### config.mk
export PLATFORM = sky130hd
export DESIGN_NAME = throttle_duty_gen
export DESIGN_NICKNAME = d
export VERILOG_FILES = /design/src/rtl/throttle_pkg.sv /design/src/rtl/throttle_ctrl_reg.sv /design/src/rtl/throttle_slot_ctr.sv /design/src/rtl/throttle_pattern.sv /design/src/rtl/throttle_duty_gen.sv
export SDC_FILE = /design/constraint.sdc
export NUM_CORES = 1
export LEC_CHECK = 0
export ABC_AREA = 1
export CAP_MARGIN = 10
export CORE_AREA = 2 2 39 41
export DETAILED_ROUTE_END_ITERATION = 10
export DIE_AREA = 0 0 41 43
export DONT_BUFFER_PORTS = 1
export PLACE_DENSITY = 0.5
export SETUP_SLACK_MARGIN = 0.02
export SLEW_MARGIN = 20
export SYNTH_ARGS = -nofsm -noshare
export SYNTH_HDL_FRONTEND = slang
export SYNTH_HIERARCHICAL = 1
export SYNTH_SLANG_ARGS = --single-unit
export TNS_END_PERCENT = 30
### constraint.sdc
create_clock -name clk -period 1.3 [get_ports clk]
set_input_delay 0.195 -clock clk [delete_from_list [all_inputs] [get_ports clk]]
set_output_delay 0.195 -clock clk [all_outputs]
set_load 0.05 [all_outputs]
### src/rtl/throttle_pkg.sv
package throttle_pkg;

  // Per-slot decision made by the pattern stage.
  typedef enum logic [1:0] {
    TH_IDLE     = 2'd0,  // throttling disabled, clock runs
    TH_RESERVED = 2'd1,  // duty code zero, clock runs
    TH_RUN      = 2'd2,  // enabled, slot inside the running part
    TH_STOP     = 2'd3   // enabled, slot inside the stopped part
  } th_phase_e;

  function automatic logic phase_stops(th_phase_e ph);
    return ph == TH_STOP;
  endfunction

endpackage

### src/rtl/throttle_ctrl_reg.sv
module throttle_ctrl_reg #(
  parameter int DUTY_W = 3
) (
  input  logic              clk,
  input  logic              rst_n,
  input  logic              wr_i,
  input  logic [DUTY_W-1:0] duty_i,
  input  logic              en_i,
  output logic              en_o,
  output logic [DUTY_W-1:0] duty_o,
  output logic              start_o
);

  logic              en_q;
  logic [DUTY_W-1:0] duty_q;
  logic              duty_open;

  // The duty field is writable only while throttling is off.
  assign duty_open = ~en_q;
  // Edge event: this write turns throttling on.
  assign start_o   = wr_i & en_i & ~en_q;

  always_ff @(posedge clk or negedge rst_n) begin
    if (!rst_n) begin
      en_q   <= 1'b0;
      duty_q <= '0;
    end else if (wr_i) begin
      en_q <= en_i;
      if (duty_open) duty_q <= duty_i;
    end
  end

  assign en_o   = en_q;
  assign duty_o = duty_q;

  // the duty is frozen across any cycle pair where enable stays high
  assert_duty_frozen_R6: assert property (@(posedge clk) disable iff (!rst_n)
    (en_q && $past(en_q)) |-> $stable(duty_q));

  // an accepted write while disabled lands in the duty register
  assert_duty_loaded_R7: assert property (@(posedge clk) disable iff (!rst_n)
    (wr_i && !en_q) |=> (duty_q == $past(duty_i)));

endmodule

### src/rtl/throttle_slot_ctr.sv
module throttle_slot_ctr #(
  parameter int DUTY_W = 3
) (
  input  logic              clk,
  input  logic              rst_n,
  input  logic              start_i,
  input  logic              en_i,
  input  logic              tick_i,
  output logic [DUTY_W-1:0] slot_o
);

  localparam int                SLOTS     = 1 << DUTY_W;
  localparam logic [DUTY_W-1:0] LAST_SLOT = DUTY_W'(SLOTS - 1);

  logic [DUTY_W-1:0] slot_q;
  logic              adv;
  logic              wrap;

  assign adv  = en_i & tick_i;
  assign wrap = (slot_q == LAST_SLOT);

  always_ff @(posedge clk or negedge rst_n) begin
    if (!rst_n) begin
      slot_q <= '0;
    end else if (start_i) begin
      slot_q <= '0;               // a new session begins at slot 0
    end else if (adv) begin
      slot_q <= wrap ? '0 : slot_q + 1'b1;
    end
  end

  assign slot_o = slot_q;

  // a session start leaves the counter at slot 0
  assert_start_slot0_R5: assert property (@(posedge clk) disable iff (!rst_n)
    start_i |=> (slot_q == '0));

  // without a tick the slot holds
  assert_hold_no_tick_R3: assert property (@(posedge clk) disable iff (!rst_n)
    (!tick_i && !start_i) |=> $stable(slot_q));

  // the last slot wraps to zero on a tick
  assert_wrap_R3: assert property (@(posedge clk) disable iff (!rst_n)
    (en_i && tick_i && !start_i && slot_q == LAST_SLOT) |=> (slot_q == '0));

endmodule

### src/rtl/throttle_pattern.sv
module throttle_pattern
  import throttle_pkg::*;
#(
  parameter int DUTY_W = 3
) (
  input  logic              clk,
  input  logic              rst_n,
  input  logic              en_i,
  input  logic [DUTY_W-1:0] duty_i,
  input  logic [DUTY_W-1:0] slot_i,
  output th_phase_e         phase_o
);

  always_comb begin
    if (!en_i)                phase_o = TH_IDLE;
    else if (duty_i == '0)    phase_o = TH_RESERVED;
    else if (slot_i < duty_i) phase_o = TH_RUN;
    else                      phase_o = TH_STOP;
  end

  // a zero duty never produces a stop phase
  assert_zero_duty_runs_R4: assert property (@(posedge clk) disable iff (!rst_n)
    (duty_i == '0) |-> !phase_stops(phase_o));

  // slot 0 always runs under a nonzero duty
  assert_slot0_runs_R3: assert property (@(posedge clk) disable iff (!rst_n)
    (en_i && slot_i == '0) |-> !phase_stops(phase_o));

endmodule

### src/rtl/throttle_duty_gen.sv
module throttle_duty_gen
  import throttle_pkg::*;
#(
  parameter int DUTY_W = 3
) (
  input  logic              clk,
  input  logic              rst_n,
  input  logic              wr_i,
  input  logic [DUTY_W-1:0] wr_duty_i,
  input  logic              wr_enable_i,
  input  logic              tick_i,
  output logic              stop_clk_n_o
);

  logic              en;
  logic [DUTY_W-1:0] duty;
  logic              start;
  logic [DUTY_W-1:0] slot;
  th_phase_e         phase;

  throttle_ctrl_reg #(.DUTY_W(DUTY_W)) u_ctrl (
    .clk     (clk),
    .rst_n   (rst_n),
    .wr_i    (wr_i),
    .duty_i  (wr_duty_i),
    .en_i    (wr_enable_i),
    .en_o    (en),
    .duty_o  (duty),
    .start_o (start)
  );

  throttle_slot_ctr #(.DUTY_W(DUTY_W)) u_slot (
    .clk     (clk),
    .rst_n   (rst_n),
    .start_i (start),
    .en_i    (en),
    .tick_i  (tick_i),
    .slot_o  (slot)
  );

  throttle_pattern #(.DUTY_W(DUTY_W)) u_pat (
    .clk     (clk),
    .rst_n   (rst_n),
    .en_i    (en),
    .duty_i  (duty),
    .slot_i  (slot),
    .phase_o (phase)
  );

  assign stop_clk_n_o = ~phase_stops(phase);

  // disabled means the clock request stays released
  assert_idle_released_R2: assert property (@(posedge clk) disable iff (!rst_n)
    !en |-> stop_clk_n_o);

  // a stop request always lies at or past the programmed duty slot
  assert_stop_past_duty_R3: assert property (@(posedge clk) disable iff (!rst_n)
    !stop_clk_n_o |-> (en && duty != '0 && slot >= duty));

endmodule

==> flow_summary.json <==
{
  "crit_buf_inv": 2,
  "yosys.area.top_type": "dfrtp_1",
  "setup_tns_ns": -0.285,
  "violations": "negative setup slack",
  "post_drt_wl_per_cell_um": 11.1,
  "first_pass_iters": 1,
  "end_kind": "output port",
  "synth_warnings": 6,
  "internal_power_uw": 556,
  "maxSlewViolCount": 0,
  "gp_congestion": 0.746,
  "wl_um": 924,
  "worst_slew_margin_rel": 0.763,
  "synthesis.nets": 65,
  "viasPerCell": 4.46,
  "drt_iter0_drc": 0,
  "ioPinCount": 9,
  "netSwitchingPower_uw": 319,
  "ff_latch_area_sq_um": 175,
  "critPathMaxStageDelay_ns": 0.43,
  "coreArea_sq_um": 1380,
  "grt_max_degree": 8,
  "hold_violations": 0,
  "grtUsageTotal": 0.151,
  "grt_pass1_vias": 385,
  "total_power_uw": 875,
  "worstPathArrival_ns": 1.39,
  "setup-violations-final": 1,
  "cp_top_family": "flip-flops",
  "clock-sinks": 7,
  "postSynthCellCount": 53,
  "synth_cell_type_count": 13,
  "fin_ws_ns": -0.285,
  "hold_path.class": "input port to flop",
  "ys_ff_latch": 7,
  "critPathKind": "flop to output port",
  "status": "finished with violations",
  "power_leakage_uw": 0.000314,
  "nFillCells": 156,
  "clock_power_share": 0.237,
  "switching_share": 0.364,
  "rows": 14,
  "ys_seq_area_frac": 0.426,
  "period_share": 1.22,
  "crit_chain": "ha_4, nand2_2, inv_2, nand2_2, nand3_2, nand2_2, inv_2, nand2_8",
  "die-area_sq_um": 1760,
  "irDropWorstVdd_mv": 0.627,
  "die_width_um": 41,
  "period_needed_ns": 1.58,
  "rsz0062_at_grt": "yes",
  "io_buffer_count": 0,
  "crit_top_cell": "nand2_2",
  "required_ns": 1.11,
  "syn_area_sq_um": 412,
  "multiInputGateArea_sq_um": 260,
  "synthArstFlopShare": 1.00,
  "power.density_nw_per_um2": 1470,
  "cts_htree_levels": 1,
  "hpwl_um": 600,
  "die_h_um": 43,
  "cts_made_buffers": 3,
  "yosysTopAreaCellShare": 0.426,
  "cts_tree": "built",
  "skew_ns": 0.00947,
  "crit_slowest_cell": "dfrtp_1",
  "grt_first_pass_wirelength_mm": 1.72,
  "n_antenna_cell": 0,
  "p_comb_frac": 0.417,
  "postSynthAreaPerCell_sq_um": 7.77,
  "fmax_ghz": 0.631,
  "grt_antenna_before_repair": 0,
  "worst_pin_slew_ns": 0.354,
  "path_clk_slew_ns": 0.06,
  "timing.max_cap.violations": 0,
  "yosysMostFrequentCell": "nand2_1",
  "initial_core_util": 0.297,
  "final_layout_size_suffix_gt1_frac": 0.448,
  "cp_max_fo": 2,
  "ys_top_cells_by_area": "dfrtp_1 (43%), nand2_1 (14%), ha_1 (12%)",
  "drc_errors": 0,
  "pwr-share-seq": 0.347,
  "clk_latency_ns": 0.26,
  "overflow": 0,
  "cp-start-kind": "flop",
  "fin_nets": 80,
  "syn_to_final_growth_pct": 44.4,
  "final_antenna_net_count": 0,
  "yosys-top-cells-count": "nand2_1 (15), nand3_1 (9), dfrtp_1 (7)",
  "synth_enable_flop_cells": 0,
  "clockRootBuffer": "clkbuf_4",
  "vias": 370,
  "cts.path.max_buffers": 2,
  "ys.flop_type": "dfrtp_1"
}
-- registers in the layout (all words and copies together) (netlist names) --
signal / count
u_ctrl/duty_o: 3
u_ctrl/en_o: 1
u_slot/slot_o: 3
-- worst paths after layout --
check                      depth (start not counted)             start  slack [ns]                to
max                                                8  u_slot/slot_o[1]       -0.28      stop_clk_n_o
min                                                1              wr_i        0.05       u_ctrl/en_o
max reg2reg                                        5  u_slot/slot_o[1]        0.04  u_slot/slot_o[2]
min reg2reg                                        2  u_ctrl/duty_o[0]        0.51  u_ctrl/duty_o[0]
max in group asynchronous                          1             rst_n        0.76  u_slot/slot_o[2]
min in group asynchronous                          1             rst_n        0.27       u_ctrl/en_o
-- area by class of cell --
| cell class | count | share of cell area |
|---|---|---|
| clock inverter | 1 | 0.00842 |
| inverter | 9 | 0.0568 |
| timing repair buffer | 10 | 0.131 |
| tap | 16 | 0.0337 |
| multi-input combinational | 37 | 0.438 |
| sequential | 7 | 0.295 |
| clock buffer | 3 | 0.0379 |
-- worst reg2reg max path: stages (launching register included) --
cell	delay, ns
dfrtp_1	0.43
buf_4	0.16
ha_1	0.17
ha_1	0.27
nand2_1	0.07
o21ai_1	0.05
-- cell families after synthesis --
kind of cell | Yosys count | share of synthesized area
compound gates | 3 | 0.0364
fa+ha+maj | 4 | 0.122
buf+inv | 9 | 0.0821
flops | 7 | 0.426
simple gates | 30 | 0.334
-- cells in the final DEF (no fill, tap or decap) --
cell           count
inv_1              3
clkinv_2           1
o21ai_0            1
nand2_8            1
nand3_2            2
and2_1             1
nand3_1            8
nor2_1             2
dfrtp_1            7
ha_1               2
inv_2              6
clkbuf_4           3
ha_4               2
buf_4              9
dlygate4sd3_1      1
a21oi_2            1
nand2_2            5
nand2_1           11
o21ai_1            1
-- metrics by stage --
stage               hold WS (ns)  setup WS (ns)  cell area (sq um)  utilization  instances
global route              0.0227         -0.387                594        0.429         83
finish                    0.0463         -0.285                594        0.429         83
floorplan                 -0.101         0.0243                432            -         53
CTS                       0.0318         -0.285                573        0.414         83
detailed placement        -0.100        -0.0333                482        0.348         73
global placement          -0.100        -0.0238                482        0.348         73
-- power by group through the flow --
stage               clock, uW  sequential (uW)  combinational [uW]
global route              233              309                 420
global placement            0              297                 240
CTS                       214              300                 308
floorplan                   0              293                 175
detailed placement          0              299                 241
finish                    207              303                 365
-- metal layers --
layer | vias up | track usage | share of wire
li1 | 196 | - | -
met1 | 170 | 0.193 | 0.44
met2 | 4 | 0.219 | 0.53
met3 | 0 | 0.0314 | 0.025
met4 | 0 | 0.100 | 0
met5 | - | 0 | 0
-- timing repair --
action | 4_1_cts | 5_1_grt
endpoints found under the setup margin | 1 | 3
hold buffers | 1 | 0
pin swaps | 2 | 2
hold endpoints to repair | 7 | 0
buffers inserted | 5 | 0
resized for setup | 3 | 6
No activity file was read; power rests on OpenSTA's default activity.
